**config.mk**
```make
export PLATFORM = sky130hd
export DESIGN_NAME = usb_fabric
export DESIGN_NICKNAME = d
export VERILOG_FILES = /design/src/rtl/usb_pkg.sv /design/src/rtl/usb_cfg_chain.sv /design/src/rtl/usb_xbar.sv /design/src/rtl/usb_fabric.sv
export SDC_FILE = /design/constraint.sdc
export NUM_CORES = 1
export LEC_CHECK = 0
export ABC_AREA = 0
export BUFFER_PORTS_ARGS = -buffer_cell sky130_fd_sc_hd__buf_2
export CAP_MARGIN = 20
export CELL_PAD_IN_SITES_DETAIL_PLACEMENT = 1
export CELL_PAD_IN_SITES_GLOBAL_PLACEMENT = 1
export CORE_UTILIZATION = 48
export CTS_BUF_LIST = sky130_fd_sc_hd__clkbuf_4 sky130_fd_sc_hd__clkbuf_8
export DETAILED_ROUTE_END_ITERATION = 16
export PLACE_DENSITY = 0.82
export SYNTH_ARGS = -nofsm -noshare
export SYNTH_HDL_FRONTEND = slang
export SYNTH_HIERARCHICAL = 1
export SYNTH_SLANG_ARGS = --single-unit
```
**constraint.sdc**
```tcl
create_clock -name clk -period 1.7 [get_ports clk]
set_clock_uncertainty 0.1 [all_clocks]
set_input_delay 0.085 -clock clk [delete_from_list [all_inputs] [get_ports clk]]
set_output_delay 0.085 -clock clk [all_outputs]
set_load 0.005 [all_outputs]
```
**src/rtl/usb_pkg.sv**
```systemverilog
package usb_pkg;

    localparam int TOPO_BAND  = 0;
    localparam int TOPO_TWIST = 1;
    localparam int TOPO_MIXED = 2;

    // width of the banded core used by the mixed layout
    function automatic int core_width(input int k);
        int r;
        r = k % 6;
        if (r == 0) r = 6;
        return (k + 3 - r) / 3;
    endfunction

    // number of low tracks that follow the banded rule
    function automatic int band_tracks(input int topo, input int k, input int w);
        int c;
        if (topo == TOPO_BAND) return w;
        if (topo == TOPO_TWIST) return 0;
        c = core_width(k);
        return (c < w) ? c : w;
    endfunction

    // switch presence, sides a < b and tracks p, q all counted from 0
    function automatic bit linked(input int topo, input int k, input int w,
                                  input int a, input int p, input int b, input int q);
        int bt;
        int lp;
        int lq;
        bt = band_tracks(topo, k, w);
        if (p < bt && q < bt) return (p - q <= 1) && (q - p <= 1);
        if (p < bt || q < bt) return 1'b0;
        if ((p - bt) / 2 != (q - bt) / 2) return 1'b0;
        if (((p - bt) / 2) * 2 + bt + 1 >= w) return 1'b0;
        lp = (p - bt) % 2;
        lq = (q - bt) % 2;
        return lq == (1 - ((lp + b - a) % 2));
    endfunction

    function automatic int switch_total(input int topo, input int k, input int w);
        int n;
        n = 0;
        for (int a = 0; a < k; a++)
            for (int b = a + 1; b < k; b++)
                for (int p = 0; p < w; p++)
                    for (int q = 0; q < w; q++)
                        if (linked(topo, k, w, a, p, b, q)) n++;
        return n;
    endfunction

endpackage

```
**src/rtl/usb_cfg_chain.sv**
```systemverilog
module usb_cfg_chain #(
    parameter int NSW = 42
) (
    input  logic           clk,
    input  logic           rst,
    input  logic           shift_en,
    input  logic           din,
    output logic [NSW-1:0] cfg
);

    typedef struct packed {
        logic [NSW-1:0] bits;
    } chain_t;

    chain_t st_d, st_q;
    logic [NSW-1:0] shifted;

    generate
        if (NSW > 1) begin : g_long
            assign shifted = {st_q.bits[NSW-2:0], din};
        end else begin : g_single
            assign shifted = din;
        end
    endgenerate

    always_comb begin
        st_d = st_q;
        if (shift_en) st_d.bits = shifted;
    end

    always_ff @(posedge clk) begin
        if (rst) st_q <= '0;
        else     st_q <= st_d;
    end

    assign cfg = st_q.bits;

endmodule

```
**src/rtl/usb_xbar.sv**
```systemverilog
module usb_xbar
    import usb_pkg::*;
#(
    parameter int K    = 4,
    parameter int W    = 3,
    parameter int TOPO = TOPO_BAND,
    parameter int NSW  = 42,
    localparam int KW  = K * W
) (
    input  logic [NSW-1:0] cfg,
    input  logic [KW-1:0]  tin,
    output logic [KW-1:0]  tout
);

    always_comb begin
        logic [KW-1:0] acc;
        int n;
        acc = '0;
        n   = 0;
        for (int a = 0; a < K; a++)
            for (int b = a + 1; b < K; b++)
                for (int p = 0; p < W; p++)
                    for (int q = 0; q < W; q++)
                        if (linked(TOPO, K, W, a, p, b, q)) begin
                            if (cfg[NSW-1-n]) begin
                                acc[a*W+p] = acc[a*W+p] | tin[b*W+q];
                                acc[b*W+q] = acc[b*W+q] | tin[a*W+p];
                            end
                            n++;
                        end
        tout = acc;
    end

endmodule

```
**src/rtl/usb_fabric.sv**
```systemverilog
module usb_fabric
    import usb_pkg::*;
#(
    parameter int K     = 4,
    parameter int W     = 3,
    parameter int TOPO  = TOPO_BAND,
    parameter int CNT_W = 16,
    localparam int KW   = K * W,
    localparam int NSW  = switch_total(TOPO, K, W)
) (
    input  logic             clk,
    input  logic             rst,
    input  logic             cfg_load,
    input  logic             cfg_bit,
    input  logic [KW-1:0]    term_in,
    output logic [KW-1:0]    term_out,
    output logic [CNT_W-1:0] sw_count
);

    typedef struct packed {
        logic [KW-1:0] outv;
    } out_t;

    out_t st_d, st_q;
    logic [NSW-1:0] cfg_q;
    logic [KW-1:0]  merged;

    usb_cfg_chain #(.NSW(NSW)) u_chain (
        .clk      (clk),
        .rst      (rst),
        .shift_en (cfg_load),
        .din      (cfg_bit),
        .cfg      (cfg_q)
    );

    usb_xbar #(.K(K), .W(W), .TOPO(TOPO), .NSW(NSW)) u_xbar (
        .cfg  (cfg_q),
        .tin  (term_in),
        .tout (merged)
    );

    always_comb begin
        st_d = st_q;
        st_d.outv = cfg_load ? '0 : merged;
    end

    always_ff @(posedge clk) begin
        if (rst) st_q <= '0;
        else     st_q <= st_d;
    end

    assign term_out = st_q.outv;
    assign sw_count = CNT_W'(NSW);

endmodule

```
==> results of run 1 <==
==> flip-flops by register name, indices dropped and copies added (netlist names) <==
| signal | flops |
|---|---|
| term_out | 12 |
| u_chain/cfg | 42 |
==> worst reg2reg max path: cells and delay by family (launching register included) <==
family          cells  cell delay, ns
compound gates      2            0.46
flops               1            0.36
simple gates        2            0.25
==> final cells by class <==
cell class                 count  share of cell area
sequential                    54              0.4132
timing repair buffer          30             0.07078
clock buffer                   6             0.03156
multi-input combinational    164              0.4524
tap                           67             0.03204
==> synthesized netlist by cell type <==
library cell  number
a221oi_2           4
a222oi_1           4
a22o_1             4
a22oi_1           28
buf_1              1
buf_12             4
buf_2              6
buf_4             16
buf_6              5
conb_1             2
dfxtp_1           54
mux2i_1           42
nand3_1           12
nor2_1            42
nor3b_1            2
nor3b_2           10
==> worst min-delay path by stage <==
stage,endpoint,start,slack [ns]
detailed placement,u_chain/cfg[0],cfg_bit,0.24
floorplan,term_out[10],cfg_load,0.06
finish,u_chain/cfg[33],rst,0.13
global route,u_chain/cfg[26],rst,0.15
global placement,u_chain/cfg[0],cfg_bit,0.22
CTS,u_chain/cfg[3],rst,0.14
==> report_power, final <==
part           leakage, nW  internal (mW)  switching, mW  total [mW]
Clock               0.0431          0.315          0.390       0.705
Sequential           0.435           1.27        0.00409        1.27
Combinational        0.653         0.0513          0.108       0.159
==> per-layer routing <==
layer	wire, um	vias to the layer above
li1	-	855
met5	0	-
met2	3027	88
met1	2597	946
met4	103	0
met3	456	11
==> per-stage QoR <==
| step | util | area [um^2] | total power [mW] |
|---|---|---|---|
| after global routing | 0.5362 | 2616 | 2.210 |
| final | 0.5362 | 2616 | 2.136 |
| after floorplan | - | 2555 | 1.450 |
| after global placement | 0.5172 | 2524 | 1.455 |
| after detailed placement | 0.5172 | 2524 | 1.455 |
| after CTS | 0.5362 | 2616 | 2.146 |
==> cell families after synthesis <==
family	synth area share
mux	0.1680
buf+inv	0.1160
simple gates	0.1430
flops	0.4320
other cells	0.003001
compound gates	0.1380
==> what timing repair did <==
action                    4_1_cts  5_1_grt
hold buffers                    1        0
hold endpoints to repair        1        0
buffers inserted                0        0
==> run summary, run 1 <==
Synth area leaders: dfxtp_1 (43%), mux2i_1 (17%), a22oi_1 (8.4%)
GR Layer Usage met1: 0.3053
Worst R2R Setup Slack: 0.42 ns
Setup CP Type: flop to flop
RR Endpoint: term_out[10]
CP max stage delay: 0.36 ns
CP Capture Type: flop
drt via density: 5.919
Routed WL: 6.184 mm
post-DP HPWL: 4.159 mm
crit path from: u_chain/cfg[1]
DRC errors left: 0
# fillers: 572
Die H: 74.21 um
Post-DRT Antenna Nets: 0
Setup WS pre-CTS: 0.4402 ns
total number of vias: 1,900
Netlist Area Pre-Place: 2502 um^2
CTS resizes: 0
initial antenna violation count: 0
CTS root buf: clkbuf_8
critical path's slowest cell: dfxtp_1
setup violators final: 0
Yosys warnings: 6
CTS tree: done
die width: 74.21 um
register area: 1081 um^2
CTS buffer count: 5
layout cells sized above 1: 0.1929
starting density of the core: 0.5128
PD cells: 816.5 nW/um^2
Clock Path Buffers: 2
largest net degree at the start of global routing: 55
Hold WC Path Type: primary input to flop
Critical path buffers and inverters: 0
Most Crowded Layer GR: met2
number of cells on the critical path: 4
Clock Pin Slew Worst Setup and Hold Paths: 0.09 ns
ordered list of cells on the worst path: a22o_1, a221oi_2, nand3_1, nor3b_1
Fmax achieved: 780.7 MHz
htree depth: 2
Sink Count: 54
worst setup path end: term_out[10]
port bufs: 27
Hold Path Stages: 3
Layout Nets: 271
non-filler cells, final: 321
GRT met3 Usage: 0.04743
ANT cells: 0
drt pass-1 iters: 4
period utilisation layout: 0.7535
M2 GR Usage: 0.3899
Inst Count DP: 314
total gr overflow: 0
Final Hold Viols: 0
worst reg2reg path depth: 4
cell leakage power: 1.132 nW
R2R Path Start: u_chain/cfg[1]
num ports: 44
global-route wire length before repair: 9.528 mm
VDD IR max: 0.4625 mV
post-layout min period: 1.281 ns
Multi-input gate area: 1184 um^2
Cells after Synth: 236
Yosys top cell area share: 0.4320
Yosys reg bits: 54
most common cell after layout, fill and taps aside: dfxtp_1
hold_ws: 0.1340 ns
vias in the first global route: 1,835
Total GRT Usage: 0.2342
Rows: 25
status: finished, final reports clean
synthesized area per cell: 10.60 um^2
Final GP Congestion: 0.8067
Worst setup SP type: flop
CP Data Arrival Time: 1.36 ns
commonest cells after routing, fill and taps aside: dfxtp_1 (54), mux2i_1 (42), nor2_1 (42)
clk_lat worst skew: 0.30 ns
core box area: 4880 um^2
Setup TNS: 0 ns
sequential fraction of the synthesis area: 0.4320
Initial DRC Count: 197
Synth area leader: dfxtp_1
final worst slack: 0.4191 ns
critical path fanouts, max: 4
maxcap violations: 0
top cell family by delay on the critical path: compound AO/OA/AOI/OAI gates
die area: 5506 um^2
Worst EP required: 1.78 ns
Area Growth Syn to Fin: 4.550%
RSZ-0062 raised after global routing: no
Distinct cells, synth: 16
Slew Limit Fails: 0
WL/cell: 19.26 um
Power figures use the tool's default switching activity.
==> run 2, diff against run 1 <==
--- a/config.mk
+++ b/config.mk
@@ -5,15 +5,15 @@
 export SDC_FILE = /design/constraint.sdc
 export NUM_CORES = 1
 export LEC_CHECK = 0
-export ABC_AREA = 0
+export ABC_AREA = 1
 export BUFFER_PORTS_ARGS = -buffer_cell sky130_fd_sc_hd__buf_2
 export CAP_MARGIN = 20
 export CELL_PAD_IN_SITES_DETAIL_PLACEMENT = 1
 export CELL_PAD_IN_SITES_GLOBAL_PLACEMENT = 1
-export CORE_UTILIZATION = 48
+export CORE_UTILIZATION = 36
 export CTS_BUF_LIST = sky130_fd_sc_hd__clkbuf_4 sky130_fd_sc_hd__clkbuf_8
 export DETAILED_ROUTE_END_ITERATION = 16
-export PLACE_DENSITY = 0.82
+export PLACE_DENSITY = 0.73
 export SYNTH_ARGS = -nofsm -noshare
 export SYNTH_HDL_FRONTEND = slang
 export SYNTH_HIERARCHICAL = 1
==> constraint.sdc (replaced) <==
create_clock -name clk -period 1.1 [get_ports clk]
set_clock_uncertainty 0.1 [all_clocks]
set_input_delay 0.055 -clock clk [delete_from_list [all_inputs] [get_ports clk]]
set_output_delay 0.055 -clock clk [all_outputs]
set_load 0.005 [all_outputs]
==> run 2 against run 1 <==
Sequential power increased by 73%. Die area is 51% higher. Wire length increased by 30%. First-iteration DRC count shrank 53%. Critical path type unchanged. Critical endpoint is now term_out[4]. Largest cell class unchanged. Highest routed layer unchanged.
==> run summary, run 2 <==
CP max stage delay: 0.35 ns (about the same)
Yosys reg bits: 54 (unchanged)
Layout Nets: 517 (+91%)
Slew Limit Fails: 0 (unchanged)
critical path fanouts, max: 4 (unchanged)
worst reg2reg path depth: 6 (+2)
global-route wire length before repair: 13.22 mm (+39%)
ordered list of cells on the worst path: nand2_1, nand3_1, nor2_2, nand2_1, inv_1, nor2_2
Setup TNS: 0 ns (unchanged)
Final Hold Viols: 0 (unchanged)
Setup CP Type: flop to flop
largest net degree at the start of global routing: 61 (+11%)
layout cells sized above 1: 0.1494 (-0.04351)
Primary FF master, synth: dfxtp_1
non-filler cells, final: 604 (+88%)
Sink Count: 54 (unchanged)
starting density of the core: 0.3708 (-0.1420)
total number of vias: 2,634 (+39%)
CP Data Arrival Time: 1.14 ns (-0.22 ns)
CTS buffer count: 5 (unchanged)
Synth area leaders: dfxtp_1 (38%), nand2_1 (26%), nor2_1 (13%)
drt pass-1 iters: 4 (unchanged)
port bufs: 27 (unchanged)
Worst EP required: 1.20 ns (-0.58 ns)
Rows: 32 (+28%)
ANT cells: 0 (unchanged)
Cells after Synth: 480 (+100%)
WL/cell: 13.31 um (-31%)
Final GP Congestion: 0.7736 (-4.1%)
sequential fraction of the synthesis area: 0.3773 (-0.05471)
die area: 8320 um^2 (+51%)
Area Growth Syn to Fin: 9.782%
Distinct cells, synth: 16 (unchanged)
Routed WL: 8.038 mm (+30%)
Clock Path Buffers: 2 (unchanged)
most common cell after layout, fill and taps aside: nand2_1
Hold WC Path Type: primary input to flop
RR Endpoint: term_out[4]
EDFF count, synth: 0 (unchanged)
drt via density: 4.361 (-26%)
post-DP HPWL: 5.730 mm (+38%)
commonest cells after routing, fill and taps aside: nand2_1 (196), nor2_1 (98), inv_1 (64)
Yosys top cell area share: 0.3773 (-0.05471)
total gr overflow: 0 (unchanged)
Synth area leader: dfxtp_1
Tot Pwr: 4.175 mW (+95%)
core box area: 7727 um^2 (+58%)
R2R Path Start: u_chain/cfg[10]
critical path's slowest cell: dfxtp_1
cell leakage power: 1.762 nW (+56%)
Post-synth top cells: nand2_1 (197), nor2_1 (102), inv_1 (64), dfxtp_1 (54), buf_4 (19)
Yosys warnings: 6 (unchanged)
clk_lat worst skew: 0.32 ns (+0.02 ns)
CTS tree: done
period utilisation layout: 0.9471 (+0.1936)
most repeated cell in the gate-level netlist after synthesis: nand2_1
Worst setup SP type: flop
crit path from: u_chain/cfg[10]
num ports: 44 (unchanged)
Initial DRC Count: 93 (-53%)
DRC errors left: 0 (unchanged)
post-layout min period: 1.042 ns (-0.2392 ns)
Netlist Area Pre-Place: 2865 um^2 (+14%)
vias in the first global route: 2,597 (+42%)
CTS root buf: clkbuf_8
worst setup path end: term_out[4]
PD cells: 1327 nW/um^2 (+63%)
Inst Count DP: 594 (+89%)
synthesized area per cell: 5.969 um^2 (-44%)
placed inst area: 2997 um^2 (+19%)
Synth async-reset ratio: 0 (unchanged)
max reg flops: 42 (unchanged)
Post-DRT Antenna Nets: 0 (unchanged)
VDD IR max: 0.4559 mV (-1.4%)
htree depth: 2 (unchanged)
Final Cell Area: 3146 um^2 (+20%)
Clock Pin Slew Worst Setup and Hold Paths: 0.10 ns (about the same)
initial antenna violation count: 0 (unchanged)
CP Capture Type: flop
status: finished, final reports clean
Die H: 91.22 um (+23%)
Worst R2R Setup Slack: 0.06 ns (-0.36 ns)
Total GRT Usage: 0.2078 (-0.02637)
setup violators final: 0 (unchanged)
Fmax achieved: 959.9 MHz (+23%)
die width: 91.22 um (+23%)
maxcap violations: 0 (unchanged)
==> run 2: changes by cell type in the layout (fill, tap and decap cells not counted), moves of 10 or more <==
cell     previous run  this run
nor2_2              0        13
a22oi_1            28         0
nand2_1             0       196
nor2_1             42        98
mux2i_1            42         0
dfxtp_1            54        44
nor3b_2            10         0
inv_1               0        64
==> run 2: per-layer routing <==
metal / track usage / part of all wire
met1: 0.2699 / 0.50
met2: 0.3523 / 0.46
met3: 0.03350 / 0.031
met4: 0.06349 / 0.013
met5: 0 / 0
==> run 2: worst min path at each step <==
stage	startpoint	to	slack, ns	depth (start not counted)
final	term_in[11]	term_out[2]	0.1	5
after global routing	term_in[11]	term_out[5]	0.16	5
after CTS	term_in[11]	term_out[2]	0.09	5
after detailed placement	cfg_bit	u_chain/cfg[0]	0.27	5
after global placement	cfg_bit	u_chain/cfg[0]	0.25	5
after floorplan	cfg_load	term_out[10]	0.13	3
==> run 2: repair_timing <==
action                     CTS  global route
buffers inserted             0             1
hold buffers                 1             0
setup endpoints to repair    0             8
resized for setup            0            18
hold endpoints to repair     1             0
==> run 2: logic make-up (layout without fill, tap and decap cells) <==
family / Yosys count / after routing / synth area share
buffers and inverters: 99 / 107 / 0.1712
other: 2 / 16 / 0.002621
and+or+nand+nor: 317 / 317 / 0.4310
AOI/OAI and AO/OA: 8 / 8 / 0.01790
DFF: 54 / 54 / 0.3773
==> run 2: report_power, final <==
| group | switching [mW] | leakage, nW | internal, mW |
|---|---|---|---|
| clock network | 0.682 | 0.0517 | 0.535 |
| registers | 0.113 | 0.450 | 2.09 |
| logic | 0.486 | 1.26 | 0.272 |
| total | 1.28 | 1.76 | 2.89 |
==> run 2: per-stage QoR <==
step	worst slack, ns	utilization	hold slack, ns
after floorplan	0.2109	-	0.1316
after global placement	0.05066	0.3878	0.2505
after global routing	-0.03002	0.4071	0.1557
final	0.05822	0.4071	0.09631
after CTS	0.008753	0.4014	0.09099
after detailed placement	0.03311	0.3878	0.2683
==> run 2: critical path: cells and delay by family (launching register included) <==
kind | cells | cell delay, ns
and+or+nand+nor | 5 | 0.40
buffers and inverters | 1 | 0.06
DFF | 1 | 0.35
==> run 2: final cells by class <==
class / instances / area (um^2)
Clock buffer: 7 / 90.09
Clock inverter: 1 / 5.005
Fill cell: 1081 / 4582
Inverter: 65 / 244.0
Multi-Input combinational cell: 341 / 1368
Sequential cell: 54 / 1096
Tap cell: 102 / 127.6
Timing Repair Buffer: 34 / 215.2
==> run 3, diff against run 2 <==
--- a/config.mk
+++ b/config.mk
@@ -5,12 +5,12 @@
 export SDC_FILE = /design/constraint.sdc
 export NUM_CORES = 1
 export LEC_CHECK = 0
-export ABC_AREA = 1
+export ABC_CLOCK_PERIOD_IN_PS = 1100
 export BUFFER_PORTS_ARGS = -buffer_cell sky130_fd_sc_hd__buf_2
 export CAP_MARGIN = 20
 export CELL_PAD_IN_SITES_DETAIL_PLACEMENT = 1
 export CELL_PAD_IN_SITES_GLOBAL_PLACEMENT = 1
-export CORE_UTILIZATION = 36
+export CORE_UTILIZATION = 40
 export CTS_BUF_LIST = sky130_fd_sc_hd__clkbuf_4 sky130_fd_sc_hd__clkbuf_8
 export DETAILED_ROUTE_END_ITERATION = 16
 export PLACE_DENSITY = 0.73
==> run 3 against run 2 <==
The run now ends with setup timing left. Non-clock buffer count rose by 24. Sequential cell count stayed put. Maximum frequency is 16% lower. Final cell count shrank 41%. Hold slack worse by 0.015 ns. Count of clock-buffer cells in the layout decreased by 1. Register-to-register slack lost 0.20 ns. Clock power fell by 5%. Critical path type unchanged. Largest power group unchanged.
==> run summary, run 3 (synthesis gave the netlist of run 1 again) <==
GR Layer Usage met1: 0.2987 (+0.02877)
final worst slack: -0.1417 ns (-0.1999 ns)
placed inst area: 2745 um^2 (-8.4%)
CTS buffer count: 5 (unchanged)
Slew Limit Fails: 0 (unchanged)
Clock Path Buffers: 2 (unchanged)
Inst Count DP: 348 (-41%)
total gr overflow: 0 (unchanged)
WL/cell: 19.28 um (+45%)
VDD IR max: 0.6774 mV (+49%)
Total GRT Usage: 0.2215 (+0.01365)
Final Hold Viols: 0 (unchanged)
Rows: 28 (-13%)
CTS tree: done
Layout Nets: 299 (-42%)
starting density of the core: 0.4177 (+0.04692)
post-DP HPWL: 4.804 mm (-16%)
ordered list of cells on the worst path: a22o_1, a221oi_2, nand3_1, nor3b_1
Final Cell Area: 2955 um^2 (-6.0%)
layout cells sized above 1: 0.3732 (+0.2238)
Util after Layout: 0.4933 (+0.08626)
CP Capture Type: flop
htree depth: 2 (unchanged)
DRC errors left: 0 (unchanged)
CTS root buf: clkbuf_8
total number of vias: 1,935 (-27%)
Hold WC Path Type: primary input to flop
vias in the first global route: 1,983 (-24%)
GRT met3 Usage: 0.03708 (+0.003578)
Initial DRC Count: 159 (+71%)
Clock Pin Slew Worst Setup and Hold Paths: 0.10 ns (about the same)
Die H: 81.10 um (-11%)
Fmax achieved: 805.3 MHz (-16%)
port bufs: 27 (unchanged)
drt pass-1 iters: 4 (unchanged)
setup violators final: 4 (+4)
non-filler cells, final: 359 (-41%)
M2 GR Usage: 0.3664 (+0.01411)
failing checks: setup timing
num ports: 44 (unchanged)
die area: 6576 um^2 (-21%)
ANT cells: 0 (unchanged)
initial antenna violation count: 0 (unchanged)
commonest cells after routing, fill and taps aside: mux2i_1 (42), nor2_1 (42), dfxtp_1 (40)
Area Growth Syn to Fin: 18.10%
critical path's slowest cell: dfxtp_2
die width: 81.10 um (-11%)
Sink Count: 54 (unchanged)
Worst EP required: 1.21 ns (about the same)
critical path fanouts, max: 2 (-2)
drt via density: 5.390 (+24%)
Final GP Congestion: 0.8052 (+4.1%)
top cell family by delay on the critical path: compound AO/OA/AOI/OAI gates
cell leakage power: 1.314 nW (-25%)
largest net degree at the start of global routing: 55 (-9.8%)
# fillers: 694 (-36%)
global-route wire length before repair: 10.76 mm (-19%)
Setup CP Type: flop to flop
PD cells: 1149 nW/um^2 (-13%)
maxcap violations: 0 (unchanged)
status: finished with violations
period utilisation layout: 1.129 (+0.1818)
Most Crowded Layer GR: met2
clk_lat worst skew: 0.31 ns (about the same)
max reg flops: 42 (unchanged)
post-layout min period: 1.242 ns (+0.1999 ns)
Post-DRT Antenna Nets: 0 (unchanged)
Setup TNS: -0.3990 ns (-0.3990 ns)
Worst setup SP type: flop
RSZ-0062 raised after global routing: yes
CP max stage delay: 0.33 ns (-0.02 ns)
Routed WL: 6.922 mm (-14%)
Critical path buffers and inverters: 0 (-1)
CP Data Arrival Time: 1.35 ns (+0.21 ns)
core box area: 5991 um^2 (-22%)
-- run 3: cell types whose count changed in the layout (fill, tap and decap cells not counted), moves of 8 or more --
cell	before	now
nand3_1	3	11
nor3b_2	0	10
mux2i_1	0	42
a22oi_1	0	16
buf_4	4	24
nand2_1	196	0
nor2_2	13	0
inv_1	64	0
nor2_1	98	42
a22oi_2	0	12
-- run 3: layer usage --
metal | vias to the layer above | wire [um]
met5 | - | 0
met4 | 0 | 63
met3 | 6 | 260
met2 | 47 | 3448
met1 | 970 | 3150
li1 | 912 | -
-- run 3: path summary, 6_finish.rpt --
check	cells past startpoint	slack, ns	to	startpoint
min reg2reg	2	0.47	u_chain/cfg[6]	u_chain/cfg[6]
max	4	-0.14	term_out[10]	u_chain/cfg[1]
max reg2reg	4	-0.14	term_out[10]	u_chain/cfg[1]
min	4	0.08	term_out[7]	term_in[9]
-- run 3: layout make-up --
type	instances	area, um^2	share of cell area
clock inverter	2	13.76	0.004657
timing repair buffer	58	419.2	0.1418
sequential	54	1104	0.3734
clock buffer	6	76.32	0.02583
tap	75	93.84	0.03175
multi-input combinational	164	1249	0.4225
-- run 3: repair_timing --
item	4_1_cts	5_1_grt
hold buffers	1	0
buffers inserted	1	1
hold endpoints to repair	1	0
resized for setup	11	18
pin swaps	5	5
setup endpoints to repair	10	12
-- run 3: worst min-delay path, stage by stage --
cell and delay [ns]:
buf_2 0.14, a221oi_2 0.07, nand3_1 0.05, nor3b_2 0.14
-- run 3: metrics by stage --
| step | hold WS, ns | setup WS, ns | total power, mW |
|---|---|---|---|
| 5_1_grt | 0.09852 | -0.1889 | 3.518 |
| 4_1_cts | 0.07192 | -0.1272 | 3.423 |
| 2_1_floorplan | 0.03008 | -0.001771 | 2.240 |
| 3_5_place_dp | 0.2205 | -0.1518 | 2.276 |
| 6_report | 0.08104 | -0.1417 | 3.397 |
| 3_3_place_gp | 0.1926 | -0.1602 | 2.275 |
-- run 3: power breakdown --
part           internal (mW)  total [mW]  switching, mW
Clock                  0.476        1.16          0.681
Sequential              1.95        1.96        0.00493
Combinational         0.0977       0.280          0.183
